`src/rtl/pgw_pkg.sv`:
```
package pgw_pkg;
  typedef enum logic [1:0] {
    ST_IDLE = 2'd0,
    ST_WAIT = 2'd1,
    ST_COPY = 2'd2
  } wr_state_e;
endpackage

```
`src/rtl/pgw_page_buf.sv`:
```
module pgw_page_buf #(
  parameter int DATA_W = 8,
  parameter int OFS_W  = 4
) (
  input  logic                  clk,
  input  logic                  rst_n,
  input  logic                  load_i,
  input  logic [OFS_W-1:0]      load_ofs_i,
  input  logic                  push_i,
  input  logic [DATA_W-1:0]     push_data_i,
  input  logic                  clear_i,
  input  logic [OFS_W-1:0]      rd_slot_i,
  output logic [(1<<OFS_W)-1:0] mask_o,
  output logic [DATA_W-1:0]     rd_data_o
);
  localparam int SLOTS = 1 << OFS_W;

  logic [OFS_W-1:0]  ptr_q, ptr_d;
  logic [SLOTS-1:0]  mask_q;
  logic [DATA_W-1:0] data_q [SLOTS];

  // offset pointer: loaded on start, advanced per byte, wraps in the page
  always_comb begin
    ptr_d = ptr_q;
    if (load_i)      ptr_d = load_ofs_i;
    else if (push_i) ptr_d = ptr_q + 1'b1;
  end

  always_ff @(posedge clk or negedge rst_n) begin
    if (!rst_n) ptr_q <= '0;
    else        ptr_q <= ptr_d;
  end

  for (genvar g = 0; g < SLOTS; g++) begin : g_slot
    logic hit;
    assign hit = push_i && (ptr_q == OFS_W'(g));

    always_ff @(posedge clk or negedge rst_n) begin
      if (!rst_n)                mask_q[g] <= 1'b0;
      else if (load_i || clear_i) mask_q[g] <= 1'b0;
      else if (hit)              mask_q[g] <= 1'b1;
    end

    always_ff @(posedge clk) begin
      if (hit) data_q[g] <= push_data_i;
    end
  end

  assign mask_o    = mask_q;
  assign rd_data_o = data_q[rd_slot_i];

  // pointer wraps from the last slot back to slot zero
  p_ptr_wrap_r3: assert property (@(posedge clk) disable iff (!rst_n)
    (push_i && !load_i && ptr_q == OFS_W'(SLOTS-1)) |=> (ptr_q == '0));

  // a push marks its slot valid
  p_push_marks_r2: assert property (@(posedge clk) disable iff (!rst_n)
    (push_i && !load_i && !clear_i) |=> mask_q[$past(ptr_q)]);
endmodule

```
`src/rtl/pgw_timer.sv`:
```
module pgw_timer #(
  parameter int CNT_W = 8
) (
  input  logic             clk,
  input  logic             rst_n,
  input  logic             load_i,
  input  logic [CNT_W-1:0] load_val_i,
  input  logic             run_i,
  output logic             zero_o
);
  logic [CNT_W-1:0] cnt_q, cnt_d;

  always_comb begin
    cnt_d = cnt_q;
    if (load_i)                     cnt_d = load_val_i;
    else if (run_i && cnt_q != '0)  cnt_d = cnt_q - 1'b1;
  end

  always_ff @(posedge clk or negedge rst_n) begin
    if (!rst_n) cnt_q <= '0;
    else        cnt_q <= cnt_d;
  end

  assign zero_o = (cnt_q == '0);

  // the wait counts down by exactly one per running cycle
  p_cnt_step_r4: assert property (@(posedge clk) disable iff (!rst_n)
    (run_i && !load_i && cnt_q != '0) |=> (cnt_q == $past(cnt_q) - 1'b1));
endmodule

```
`src/rtl/pgw_seq.sv`:
```
module pgw_seq
  import pgw_pkg::*;
#(
  parameter int OFS_W = 4
) (
  input  logic             clk,
  input  logic             rst_n,
  input  logic             go_i,
  input  logic             timer_zero_i,
  output logic             busy_o,
  output logic             timer_load_o,
  output logic             timer_run_o,
  output logic             copy_o,
  output logic             done_o,
  output logic [OFS_W-1:0] slot_o
);
  localparam logic [OFS_W-1:0] LAST_SLOT = '1;

  wr_state_e        state_q, state_d;
  logic [OFS_W-1:0] slot_q, slot_d;

  always_comb begin
    state_d      = state_q;
    slot_d       = slot_q;
    timer_load_o = 1'b0;
    timer_run_o  = 1'b0;
    copy_o       = 1'b0;
    done_o       = 1'b0;
    unique case (state_q)
      ST_IDLE: begin
        if (go_i) begin
          state_d      = ST_WAIT;
          timer_load_o = 1'b1;
        end
      end
      ST_WAIT: begin
        timer_run_o = 1'b1;
        if (timer_zero_i) begin
          state_d = ST_COPY;
          slot_d  = '0;
        end
      end
      ST_COPY: begin
        copy_o = 1'b1;
        if (slot_q == LAST_SLOT) begin
          state_d = ST_IDLE;
          done_o  = 1'b1;
        end else begin
          slot_d = slot_q + 1'b1;
        end
      end
      default: state_d = ST_IDLE;
    endcase
  end

  always_ff @(posedge clk or negedge rst_n) begin
    if (!rst_n) begin
      state_q <= ST_IDLE;
      slot_q  <= '0;
    end else begin
      state_q <= state_d;
      slot_q  <= slot_d;
    end
  end

  assign busy_o = (state_q != ST_IDLE);
  assign slot_o = slot_q;

  // copying starts at slot zero
  p_copy_entry_r5: assert property (@(posedge clk) disable iff (!rst_n)
    (state_q == ST_WAIT && timer_zero_i) |=> (state_q == ST_COPY && slot_q == '0));

  // slots are visited in ascending order, one per cycle
  p_slot_step_r5: assert property (@(posedge clk) disable iff (!rst_n)
    (state_q == ST_COPY && slot_q != LAST_SLOT) |=> (state_q == ST_COPY && slot_q == $past(slot_q) + 1'b1));

  // the wait phase never ends before the timer reaches zero
  p_wait_hold_r4: assert property (@(posedge clk) disable iff (!rst_n)
    (state_q == ST_WAIT && !timer_zero_i) |=> (state_q == ST_WAIT));
endmodule

```
`src/rtl/pgw_page_writer.sv`:
```
module pgw_page_writer #(
  parameter int ADDR_W    = 10,
  parameter int OFS_W     = 4,
  parameter int DATA_W    = 8,
  parameter int WR_CYCLES = 1250000
) (
  input  logic              clk,
  input  logic              rst_n,
  input  logic              start_i,
  input  logic [ADDR_W-1:0] start_addr_i,
  input  logic              push_i,
  input  logic [DATA_W-1:0] push_data_i,
  input  logic              commit_i,
  input  logic              abort_i,
  input  logic              wp_i,
  output logic              busy_o,
  output logic              mem_we_o,
  output logic [ADDR_W-1:0] mem_addr_o,
  output logic [DATA_W-1:0] mem_wdata_o
);
  localparam int ROW_W = ADDR_W - OFS_W;
  localparam int SLOTS = 1 << OFS_W;
  localparam int CNT_W = (WR_CYCLES > 1) ? $clog2(WR_CYCLES) : 1;
  localparam logic [CNT_W-1:0] WAIT_LOAD = CNT_W'(WR_CYCLES - 1);

  logic             busy;
  logic             load_ok, push_ok, commit_ok, go, discard, clear;
  logic             timer_load, timer_run, timer_zero, copy, done;
  logic [OFS_W-1:0] slot;
  logic [SLOTS-1:0] mask;
  logic [DATA_W-1:0] rd_data;
  logic [ROW_W-1:0] row_q;

  // input qualification: start > abort > commit > push, all gated by busy
  always_comb begin
    load_ok   = start_i && !busy;
    commit_ok = commit_i && !busy && !start_i && !abort_i;
    go        = commit_ok && !wp_i && (mask != '0);
    discard   = (abort_i && !busy && !start_i) || (commit_ok && wp_i);
    push_ok   = push_i && !busy && !start_i && !abort_i && !commit_i;
    clear     = discard || done;
  end

  always_ff @(posedge clk or negedge rst_n) begin
    if (!rst_n)       row_q <= '0;
    else if (load_ok) row_q <= start_addr_i[ADDR_W-1:OFS_W];
  end

  pgw_page_buf #(.DATA_W(DATA_W), .OFS_W(OFS_W)) u_buf (
    .clk        (clk),
    .rst_n      (rst_n),
    .load_i     (load_ok),
    .load_ofs_i (start_addr_i[OFS_W-1:0]),
    .push_i     (push_ok),
    .push_data_i(push_data_i),
    .clear_i    (clear),
    .rd_slot_i  (slot),
    .mask_o     (mask),
    .rd_data_o  (rd_data)
  );

  pgw_timer #(.CNT_W(CNT_W)) u_timer (
    .clk       (clk),
    .rst_n     (rst_n),
    .load_i    (timer_load),
    .load_val_i(WAIT_LOAD),
    .run_i     (timer_run),
    .zero_o    (timer_zero)
  );

  pgw_seq #(.OFS_W(OFS_W)) u_seq (
    .clk         (clk),
    .rst_n       (rst_n),
    .go_i        (go),
    .timer_zero_i(timer_zero),
    .busy_o      (busy),
    .timer_load_o(timer_load),
    .timer_run_o (timer_run),
    .copy_o      (copy),
    .done_o      (done),
    .slot_o      (slot)
  );

  assign busy_o      = busy;
  assign mem_we_o    = copy && mask[slot];
  assign mem_addr_o  = {row_q, slot};
  assign mem_wdata_o = rd_data;

  // array writes only inside the busy window
  p_we_in_busy_r5: assert property (@(posedge clk) disable iff (!rst_n)
    mem_we_o |-> busy_o);

  // busy rises only after an accepted, unprotected commit
  p_busy_cause_r4: assert property (@(posedge clk) disable iff (!rst_n)
    $rose(busy_o) |-> $past(commit_i && !wp_i));

  // a protected commit never starts a cycle
  p_wp_block_r7: assert property (@(posedge clk) disable iff (!rst_n)
    (!busy_o && commit_i && wp_i) |=> !busy_o);

  // the page is frozen while the cycle runs
  p_page_frozen_r9: assert property (@(posedge clk) disable iff (!rst_n)
    (busy_o && !done) |=> $stable(mask));

  // the page is empty once the cycle finishes
  p_empty_after_r11: assert property (@(posedge clk) disable iff (!rst_n)
    done |=> (mask == '0 && !busy_o));
endmodule

```
`config.mk`:
```
export PLATFORM = sky130hd
export DESIGN_NAME = pgw_page_writer
export DESIGN_NICKNAME = d
export VERILOG_FILES = /design/src/rtl/pgw_pkg.sv /design/src/rtl/pgw_page_buf.sv /design/src/rtl/pgw_timer.sv /design/src/rtl/pgw_seq.sv /design/src/rtl/pgw_page_writer.sv
export SDC_FILE = /design/constraint.sdc
export NUM_CORES = 1
export LEC_CHECK = 0
export CAP_MARGIN = 0
export CORE_MARGIN = 2
export CORE_UTILIZATION = 43
export CTS_CLUSTER_SIZE = 8
export DETAILED_ROUTE_END_ITERATION = 10
export PLACE_DENSITY = 0.67
export SLEW_MARGIN = 15
export SYNTH_ARGS = -nofsm -noshare
export SYNTH_HDL_FRONTEND = slang
export SYNTH_SLANG_ARGS = --single-unit
```
`constraint.sdc`:
```
create_clock -name clk -period 3.4 [get_ports clk]
set_clock_uncertainty 0.15 [all_clocks]
set_input_delay 0.68 -clock clk [delete_from_list [all_inputs] [get_ports clk]]
set_output_delay 0.68 -clock clk [all_outputs]
set_load 0.01 [all_outputs]
```
Yosys cells after proc, flatten, opt, wreduce, memory -nomap -nowiden
Memory sizes are Yosys's and may differ from the RTL's. Cells that the tools add are included.

RAM bits: 128. Memories: 1. Output and inout bits: 20. Flip-flop bits (word level): 53.

Memory list: u_buf.data_q (words 16, bits a word 8, read ports 1, clocked after memory_dff 0, write ports 1, line pgw_page_buf.sv:20) `logic [DATA_W-1:0] data_q [SLOTS];`.

Eq/ne operators: 22. Muxes and demuxes: 128. Reductions and logical operators: 81. $add $sub $neg: 3. $lt $le $gt $ge: 1.

Operators with widths (count): two-way mux 8 bit (15); OR reduction 8 bit (15); two-way mux 1 bit (86); two-way mux 4 bit (19); two-way mux 21 bit (2); nonzero test 2 bit (20); == test 4 bit, second input constant (9); logical AND 1 bit (31); logical NOT 21 bit (1); nonzero test 21 bit (1); subtractor 21 x 1 -> 21 bit, second input constant (1); == test 4 x 3 -> 1 bit, second input constant (4); nonzero test 16 bit (1); adder 4 x 1 -> 4 bit, second input constant (2); == test 4 x 2 -> 1 bit, second input constant (2); one-hot mux 4 bit (2 select lines) (1); two-way mux 2 bit (3); inequality test 2 bit, second input constant (3); one-hot mux 2 bit (3 select lines) (1); AND reduction 3 bit (2); logical NOT 1 bit (5); less-than comparator 4 x 5 -> 1 bit, second input constant (1); binary-select mux 1 bit (select 4 bit) (1); == test 4 x 1 -> 1 bit, second input constant (1); 6 further kinds (8).

Longest topological paths before layout
Gate-level depths: netlist (run 1).

Word-level depth: 25. Depth in mapped cells: 9. Mapped depth without buffers: 7.

Cells and area by module
Synthesis (run 1) repeated with hierarchy kept, for this count alone.

Cell total of the unflattened synthesis: 525. Area, all modules: 8012.7 µm².

By module, submodules not included: pgw_page_buf (instances 1, cells an instance 280, area an instance 5786.8 µm²); pgw_timer (instances 1, cells an instance 170, area an instance 1407.6 µm²); pgw_page_writer (instances 1, cells an instance 43, area an instance 456.7 µm²); pgw_seq (instances 1, cells an instance 32, area an instance 361.6 µm²).

Least setup slack after synthesis (run 1)
No wires, ideal clock.

Kind: flip-flop to output port. Start: register u_seq.slot_q[0], in the netlist u_seq.slot_o[0]. End: output port mem_wdata_o[0]. Path buffers: 2. Required time: 2.570 ns. Data arrival time: 2.359 ns. Stages on the path, launching flop included: 5. Path slack: 0.211 ns. Cells stage by stage: dfrtp_1 > buf_1 > buf_2 > mux4_2 > mux4_2.

Word-level cells in the longest chain between the ends: 1.

Ends and longest elaborated chain: from (decl) (line pgw_seq.sv:20) `logic [OFS_W-1:0] slot_q, slot_d;`; from (signal assigned) (line pgw_seq.sv:62) `slot_q <= slot_d;`; memory read (16 x 8 bit); to (decl) (line pgw_page_writer.sv:19) `output logic [DATA_W-1:0] mem_wdata_o`.

No other way between the ends.

Worst setup path in the final report (run 1)
Start: register u_seq.slot_q[0], in the netlist u_seq.slot_o[0]. End: output port mem_wdata_o[7].

The elaborated chain is that of the path after synthesis.

==> results of run 1 <==
## critical path: stages, from the launching register on
cell	delay (ns)
dfrtp_2	0.41
buf_12	0.17
mux4_2	0.50
mux4_2	0.47
clkdlybuf4s50_1	0.49
## logic make-up (layout without fill, tap and decap cells)
logic type	Yosys count	count (layout)	share of synthesized area
buffers and inverters	32	122	0.01623
xor gates and xnor gates	20	20	0.02296
DFF	181	181	0.6776
AOI/OAI and AO/OA	43	43	0.04100
muxes	53	53	0.1446
adders and majority gates	11	11	0.01804
and+or+nand+nor	111	111	0.07953
## path summary, 6_finish.rpt
kind | start | to | slack, ns | cells after the start
setup / recovery | u_seq.slot_o[0] | mem_wdata_o[7] | 0.09 | 4
hold / removal | rst_n | u_timer.cnt_q[15] | 0.22 | 2
setup reg to reg | u_timer.cnt_q[11] | u_seq.state_q[0] | 0.68 | 5
hold reg to reg | row_q[2] | row_q[2] | 0.36 | 1
max in group asynchronous | rst_n | u_seq.slot_o[0] | 2.39 | 2
min in group clk | row_q[2] | row_q[2] | 0.36 | 1
## metal layers
metal  global-route usage  vias to the layer above
met5                    0                        -
met4              0.05899                        0
met3              0.04010                       14
met2               0.3107                      132
met1               0.2203                     2185
li1                     -                     1921
## power groups by stage
stage	Clock (mW)	Sequential, mW	Combinational [mW]
detailed placement	0	2.80	1.72
global placement	0	2.78	1.67
floorplan	0	2.74	1.15
global route	1.96	2.79	1.87
CTS	1.88	2.76	1.70
finish	1.84	2.76	1.70
## cell type report
type | count | area, um2 | share of cell area
clock buffers | 17 | 425.4 | 0.04658
well taps | 225 | 281.5 | 0.03083
repair buffers | 77 | 703.2 | 0.07700
inverters | 13 | 48.80 | 0.005343
clock inverters | 15 | 140.1 | 0.01534
multi-input cells | 238 | 2361 | 0.2585
flip-flops and latches | 181 | 5172 | 0.5664
## stage by stage
step	utilization	hold WS, ns	setup WS [ns]	total power [mW]
floorplan	-	0.2344	0.2107	3.891
detailed placement	0.4938	0.3509	0.3369	4.519
global route	0.5280	0.2757	0.01343	6.619
CTS	0.5263	0.2393	0.01693	6.342
global placement	0.4938	0.3420	0.3948	4.452
finish	0.5280	0.2193	0.08777	6.303
## state kept, by name, summed over array words and instances (netlist names)
signal,cells
row_q,6
u_buf.data_q,128
u_buf.mask_o,16
u_buf.ptr_q,4
u_seq.slot_o,4
u_seq.state_q,2
u_timer.cnt_q,21
## timing repair
item	4_1_cts	5_1_grt
resized for setup	9	0
endpoints found under the setup margin	8	2
endpoints found under the hold margin	0	0
gates cloned	0	0
setup buffers	0	4
## layout by cell type, fill, tap and decap left out, types with 4 or more instances in the layout
cell type        instances
edfxtp_1               128
dfrtp_1                 51
mux4_2                  45
clkdlybuf4s50_1         36
buf_4                   30
nor2_1                  23
nand2_1                 20
clkbuf_16               17
o21a_1                  16
inv_1                   13
xnor2_1                 12
and2_1                  11
ha_1                    11
nor4_1                  10
nand3_1                  8
xor2_1                   8
dlygate4sd2_1            7
a21oi_1                  6
mux2_2                   6
nor3_1                   5
or3_1                    5
a31oi_1                  5
nor3b_1                  4
nor4_2                   4
nand4_1                  4
inv_8                    4
==> metrics.csv, run 1 <==
stage,metric,value,unit
timing,Pins Over Slew Limit,0,
cells_and_area,Layout area overhead,19.69,%
placement,GPL Wtd Cong,0.8175,
yosys,"top cells by count, synth","edfxtp_1 (128), dfrtp_1 (53), mux4_2 (45)",
power,clock share of power,0.292,
critical_path,Crit path required time,2.57,ns
critical_path,"critical path fanouts, max",14,
cells_and_area,share of cells above drive strength 1,0.2366,
yosys,"count leader, synth",edfxtp_1,
power,P_leak,3.087,nW
placement,dpl cell area,8541,um2
yosys,cell taking the most area after synthesis,edfxtp_1,
clock_network,# clock sinks,181,
cells_and_area,fin cells,766,
yosys,sequential area share after synthesis,0.6776,
routing,max layer used,met4,
clock_network,TritonCTS clock tree,built,
floorplanning,die area,18830,um2
routing,WL final,15.48,mm
timing,final hold violations,0,
timing,minimum clock period,3.312,ns
floorplanning,num ports,45,
power,switching power of the nets,1.864,mW
placement,Port Buf Inserts,44,
timing,Max Freq,301.9,MHz
cells_and_area,# fillers,1421,
grt,global route overflow,0,
yosys,Yosys warning count,0,
yosys,Mapped Area,7630,um2
power,Power Density,690.2,nW/um2
power,Switching Fraction,0.2957,
routing,met3 wire length,1.005,mm
yosys,Main synth FF type,edfxtp_1,
yosys,asr flop ratio synth,0.2928,
clock_network,clock transition at the registers of the reported paths,0.07,ns
timing,endpoints failing setup,0,
power,Flop pwr share,0.438,
routing,post-DR wirelength/cell,20.20,um
routing,Vias/cell,5.551,
run_status,status,completed,
cells_and_area,antenna cell count,0,
routing,antenna-violating nets left,0,
grt,vias in the first global route,4498,
grt,GRT Util Overall,0.1782,
power,Max VDD drop,0.4064,mV
yosys,cell count after synthesis,451,
clock_network,htree depth,4,
routing,met2 WL,8.133,mm
critical_path,Crit Path Class,register to output port,
timing,max_slew headroom,0.5484,
yosys,syn_area_per_cell,16.92,um2
placement,Post-DP HPWL,10.14,mm
timing,RSZ-0062 raised after global routing,no,
timing,setup_tns,0,ns
grt,first-pass GRT wire length,24.27,mm
clock_network,clk_lat worst skew,0.43,ns
timing,Least-Margin Pin Slew,0.6774,ns
yosys,"EDFF count, synth",128,
yosys,post-synth top area share,0.5038,
clock_network,"Hold-fix buffers, CTS",0,
grt,initial antenna violation count,0,
power,combinational power share,0.270,
floorplanning,width of the die,137.2,um
critical_path,CP Capture Type,output port,
yosys,Yosys cell types,47,
floorplanning,Initial Util,0.4411,
yosys,Syn Nets,487,
placement,placed instance count,730,
grt,largest net degree at the start of global routing,54,
clock_network,clk root buf,clkbuf_16,
routing,via count,4252,
clock_network,CTS Buf Count,17,
routing,DR iter-0 viols,288,
cells_and_area,Total Nets Final,564,
floorplanning,Chip Height,137.2,um
min_path,Hold WC Path Type,input port to async pin,
floorplanning,# rows,48,
routing,DRC violations left,0,
run,Max-Cap Viols,0,
routing,Metal-1 WL,6.188,mm
yosys,Synth area leaders,"edfxtp_1 (50%), dfrtp_1 (17%), mux4_2 (13%), ha_1 (1.8%), o21a_1 (1.6%)",
clock_network,clock buffer depth,2,
floorplanning,Core Area,17300,um2
routing,Initial DRT Pass Iterations,4,
yosys,"flops & latches, synth",181,
power,Int Power,4.439,mW
timing,period utilization,0.9742,
critical_path,Worst Setup Start Kind,register,
critical_path,crit path DAT,2.48,ns
cells_and_area,fin area,9133,um2
No activity file was read; power rests on OpenSTA's default activity.
==> inputs of run 2 (changes only) <==
--- a/config.mk
+++ b/config.mk
@@ -14,4 +14,5 @@
 export SLEW_MARGIN = 15
 export SYNTH_ARGS = -nofsm -noshare
 export SYNTH_HDL_FRONTEND = slang
+export SYNTH_HIERARCHICAL = 1
 export SYNTH_SLANG_ARGS = --single-unit
==> metrics.csv, run 2 <==
stage,metric,value,unit
run_status,status,completed,
yosys,"flops & latches, synth",181,
floorplanning,Core Area,18150,um2
power,Design Power,4.957,mW
yosys,"EDFF count, synth",128,
grt,met1 Usage GRT,0.2393,
floorplanning,width of the die,140.5,um
placement,placed instance count,812,
cells_and_area,Largest register FFs,128,
critical_path,CP Capture Type,output port,
cells_and_area,Layout area overhead,19.10,%
cells_and_area,# fillers,1496,
yosys,post-synth top area share,0.4797,
cells_and_area,Total Nets Final,641,
timing,minimum clock period,3.343,ns
cells_and_area,"commonest cells after routing, fill and taps aside","edfxtp_1 (128), dfrtp_1 (51), clkdlybuf4s50_1 (43)",
floorplanning,num ports,45,
timing,Least-Margin Pin Slew,0.8018,ns
min_path,Hold WC Path Type,input port to async pin,
yosys,"top cells by count, synth","edfxtp_1 (128), dfrtp_1 (53), nand2_1 (28)",
timing,Pins Over Slew Limit,0,
cells_and_area,Seq. cell area,5172,um2
yosys,cell taking the most area after synthesis,edfxtp_1,
floorplanning,Initial Util,0.4415,
timing,Max Freq,299.1,MHz
cells_and_area,"commonest non-fill, non-tap cell in the layout",edfxtp_1,
yosys,Yosys cell types,69,
critical_path,Crit Path Class,register to output port,
clock_network,clk_lat worst skew,0.44,ns
grt,initial antenna violation count,0,
yosys,Yosys warning count,6,
critical_path,Crit path required time,2.57,ns
floorplanning,# rows,49,
routing,DR iter-0 viols,347,
timing,max_slew headroom,0.4649,
cells_and_area,antenna cell count,0,
grt,global route overflow,0,
placement,Post-DP HPWL,10.87,mm
routing,antenna-violating nets left,0,
power,Power Density,519.4,nW/um2
grt,largest net degree at the start of global routing,40,
routing,WL final,16.60,mm
cells_and_area,Finished Core Util,0.5259,
clock_network,CTS Buf Count,17,
yosys,asr flop ratio synth,0.2928,
grt,global route hottest layer,met2,
grt,GRT Util Overall,0.1763,
cells_and_area,share of cells above drive strength 1,0.1720,
critical_path,Worst Setup Start Kind,register,
cells_and_area,register with the most flip-flops,u_buf/data_q,
power,Max VDD drop,0.3850,mV
timing,endpoints failing setup,0,
yosys,sequential area share after synthesis,0.6452,
clock_network,clk root buf,clkbuf_16,
grt,first-pass GRT wire length,26.49,mm
clock_network,clock buffer depth,2,
clock_network,htree depth,4,
routing,Vias/cell,5.665,
cells_and_area,fin cells,851,
yosys,Main synth FF type,edfxtp_1,
placement,GPL Wtd Cong,0.7828,
grt,vias in the first global route,4897,
floorplanning,Chip Height,140.5,um
yosys,cell count after synthesis,525,
timing,final hold violations,0,
timing,RSZ-0062 raised after global routing,yes,
floorplanning,die area,19740,um2
routing,via count,4821,
cells_and_area,Multi-input gate area,2731,um2
critical_path,crit path DAT,2.51,ns
clock_network,clock transition at the registers of the reported paths,0.08,ns
yosys,"count leader, synth",edfxtp_1,
clock_network,# clock sinks,181,
routing,Initial DRT Pass Iterations,4,
power,P_leak,3.334,nW
placement,Port Buf Inserts,44,
grt,global routing usage on met2,0.2820,
timing,period utilization,0.9832,
clock_network,TritonCTS clock tree,built,
timing,WHS,0.09159,ns
yosys,syn_area_per_cell,15.26,um2
timing,setup_tns,0,ns
run,Max-Cap Viols,0,
yosys,Synth area leaders,"edfxtp_1 (48%), dfrtp_1 (17%), mux4_2 (5.6%), mux4_1 (4.6%), a22oi_1 (1.5%)",
grt,grt met3 use,0.04444,
critical_path,"critical path fanouts, max",19,
routing,DRC violations left,0,
yosys,Mapped Area,8013,um2
routing,post-DR wirelength/cell,19.51,um
==> run 2: cells by family after synthesis <==
logic type / count (synthesis) / synth area share
flops: 181 / 0.6452
mux: 47 / 0.1210
buf+inv: 40 / 0.02561
xor+xnor: 4 / 0.004373
fa+ha+maj: 7 / 0.01093
simple gates: 154 / 0.1101
compound gates: 90 / 0.08183
other cells: 2 / 0.0009373
==> run 2: repair_timing <==
item | in CTS | in global routing
hold buffers | 0 | 0
buffers inserted | 2 | 5
endpoints found under the setup margin | 9 | 8
gates resized for setup | 2 | 5
cloned | 0 | 0
==> run 2: area by class of cell <==
cell class                 count  share of cell area
clock buffer                  17             0.04458
sequential                   181              0.5420
clock inverter                15             0.02072
inverter                      14            0.005769
timing repair buffer          72             0.07067
multi-input combinational    323              0.2862
tap                          229             0.03002
==> run 2: where the power goes <==
group / internal [mW] / switching, mW
Sequential: 2.46 / 0.103
Combinational: 0.196 / 0.215
Clock: 1.01 / 0.974
==> run 2: per-stage QoR <==
| step | setup WS, ns | cell area, um2 |
|---|---|---|
| global placement | 0.2955 | 8840 |
| detailed placement | 0.2968 | 8840 |
| global route | -0.01494 | 9543 |
| CTS | 0.003176 | 9482 |
| finish | 0.05708 | 9543 |
| floorplan | 0.8119 | 8084 |
==> run 2: per-layer routing <==
metal,share of wire,vias to the layer above
met5,0,-
met4,0.015,0
met3,0.047,20
met2,0.49,153
met1,0.45,2417
li1,-,2231
==> run 2: final timing paths <==
check                                  from                 to  slack [ns]  cells after the start
min reg2reg                        row_q[3]           row_q[3]        0.36                      1
min                                   rst_n           row_q[0]        0.09                      1
max in group asynchronous             rst_n  u_timer/cnt_q[19]        2.36                      2
min in group clk                   row_q[3]           row_q[3]        0.36                      1
max                         u_seq/slot_o[0]     mem_wdata_o[6]        0.06                      5
max reg2reg                u_buf/mask_o[10]  u_timer/cnt_q[16]        0.69                      8
==> run 2: worst max-delay path: stages, from the launching register on <==
cell and delay, ns:
dfrtp_2 0.44, buf_12 0.19, mux4_1 0.59, a22oi_1 0.26
nand2_1 0.09, clkdlybuf4s50_1 0.49
==> inputs of run 3 (changes only) <==
--- a/config.mk
+++ b/config.mk
@@ -10,6 +10,7 @@
 export CORE_UTILIZATION = 43
 export CTS_CLUSTER_SIZE = 8
 export DETAILED_ROUTE_END_ITERATION = 10
+export GPL_TIMING_DRIVEN = 0
 export PLACE_DENSITY = 0.67
 export SLEW_MARGIN = 15
 export SYNTH_ARGS = -nofsm -noshare
==> metrics.csv, run 3 (synthesis results as in run 2) <==
stage,metric,value,unit
routing,via count,4938,
floorplanning,die area,19740,um2
clock_network,clock buffer depth,2,
cells_and_area,Total Nets Final,640,
power,P_leak,3.262,nW
cells_and_area,antenna cell count,0,
clock_network,htree depth,4,
routing,DRC violations left,0,
critical_path,"critical path fanouts, max",10,
placement,Place WS,0.1075,ns
cells_and_area,share of cells above drive strength 1,0.1594,
critical_path,worst r2r path cells,6,
critical_path,critical path's slowest cell,mux4_1,
grt,GRT Util Overall,0.1836,
clock_network,clk root buf,clkbuf_16,
cells_and_area,Layout area overhead,17.82,%
timing,minimum clock period,3.363,ns
power,Design Power,4.841,mW
power,Power Density,512.9,nW/um2
clock_network,clock transition at the registers of the reported paths,0.07,ns
clock_network,clk_lat worst skew,0.42,ns
floorplanning,# rows,49,
floorplanning,Core Area,18150,um2
timing,setup ws final,0.03719,ns
critical_path,crit path DAT,2.53,ns
run,Max-Cap Viols,0,
grt,largest net degree at the start of global routing,54,
clock_network,TritonCTS clock tree,built,
timing,max_slew headroom,0.4071,
cells_and_area,fin cells,850,
placement,Post-DP HPWL,11.48,mm
cells_and_area,Multi-input gate area,2735,um2
critical_path,family with the most delay on the worst path,buffers and inverters,
critical_path,Crit path required time,2.57,ns
timing,final hold violations,0,
run_status,status,completed,
routing,post-DR wirelength/cell,20.37,um
critical_path,max incr delay on CP,0.56,ns
cells_and_area,"commonest cells after routing, fill and taps aside","edfxtp_1 (128), dfrtp_1 (49), clkdlybuf4s50_1 (40)",
clock_network,# clock sinks,181,
critical_path,worst path bufs/invs,3,
critical_path,CP Capture Type,output port,
critical_path,cells along the critical path,buf_6 > buf_12 > mux4_1 > a22oi_1 > nand2_1 > clkdlybuf4s50_1,
timing,RSZ-0062 raised after global routing,yes,
routing,Vias/cell,5.809,
cells_and_area,# fillers,1498,
cells_and_area,Largest register FFs,128,
cells_and_area,"commonest non-fill, non-tap cell in the layout",edfxtp_1,
critical_path,reg2reg start,u_seq/state_q[1],
critical_path,Worst Setup Start Kind,register,
floorplanning,num ports,45,
timing,setup_tns,0,ns
routing,antenna-violating nets left,0,
floorplanning,Chip Height,140.5,um
timing,WHS,0.1486,ns
placement,placed instance count,817,
grt,first-pass GRT wire length,27.37,mm
routing,WL final,17.31,mm
floorplanning,width of the die,140.5,um
cells_and_area,Seq. cell area,5175,um2
placement,Port Buf Inserts,44,
timing,endpoints failing setup,0,
timing,Least-Margin Pin Slew,0.8845,ns
grt,vias in the first global route,5018,
critical_path,R2R Path End,u_buf/data_q[3][6],
placement,GPL Wtd Cong,0.8631,
timing,Pins Over Slew Limit,0,
routing,Initial DRT Pass Iterations,4,
timing,period utilization,0.9891,
placement,dpl cell area,8813,um2
min_path,Hold WC Path Type,input port to async pin,
timing,Max Freq,297.4,MHz
clock_network,CTS Buf Count,17,
cells_and_area,Finished Core Util,0.5202,
clock_network,"Hold-fix buffers, CTS",0,
grt,initial antenna violation count,0,
routing,DR iter-0 viols,398,
floorplanning,Initial Util,0.4415,
grt,global route overflow,0,
critical_path,r2r setup slk,0.48,ns
cells_and_area,register with the most flip-flops,u_buf/data_q,
cells_and_area,fin area,9440,um2
critical_path,Crit Path Class,register to output port,
power,Max VDD drop,0.3280,mV
[run 3: cell count changes in the layout (fill, tap and decap cells not counted), sizes merged]
| cell | delta |
|---|---|
| buf | -18 |
| clkbuf | +14 |
| clkdlybuf4s25 | +3 |
| clkdlybuf4s50 | -3 |
| clkinv | -3 |
| clkinvlp | +1 |
| dlymetal6s2s | +3 |
| inv | +2 |
[run 3: how the worst max path moves through the flow]
stage	from	end	slack, ns	cells past startpoint
5_1_grt	u_seq/slot_o[0]	mem_wdata_o[5]	-0.08	6
3_3_place_gp	start_i	u_buf/data_q[0][6]	-0.20	6
6_report	u_seq/slot_o[0]	mem_wdata_o[5]	0.04	6
3_5_place_dp	start_i	u_buf/data_q[3][6]	0.11	6
4_1_cts	u_seq/slot_o[0]	mem_wdata_o[1]	-0.03	6
2_1_floorplan	u_seq/state_q[1]	u_buf/data_q[0][0]	0.81	6
[run 3: power breakdown]
group	leakage (nW)	switching, mW	internal, mW
clock network	0.272	0.886	0.969
registers	1.78	0.101	2.46
logic	1.21	0.229	0.193
total	3.26	1.22	3.63
[run 3: timing repair]
action / in CTS / in global routing
gates cloned: 0 / 0
setup buffers: 1 / 0
pin swaps: 1 / 1
resized for setup: 10 / 14
setup endpoints to repair: 9 / 9
hold endpoints to repair: 0 / 0
[run 3: layer usage]
layer	routed length (um)	part of all wire	vias to the layer above	global-route usage
met4	322	0.019	0	0.05842
met2	8563	0.49	160	0.3062
li1	-	-	2242	-
met5	0	0	-	0
met1	7441	0.43	2506	0.2438
met3	983	0.057	30	0.03795
[run 3: cell type report]
| cell class | instances | area share |
|---|---|---|
| Clock inverter | 15 | 0.01471 |
| Tap cell | 229 | 0.03035 |
| Timing Repair Buffer | 45 | 0.04798 |
| Clock buffer | 17 | 0.04506 |
| Sequential cell | 181 | 0.5482 |
| Inverter | 14 | 0.005832 |
| Buffer | 26 | 0.01816 |
| Multi-Input combinational cell | 323 | 0.2897 |
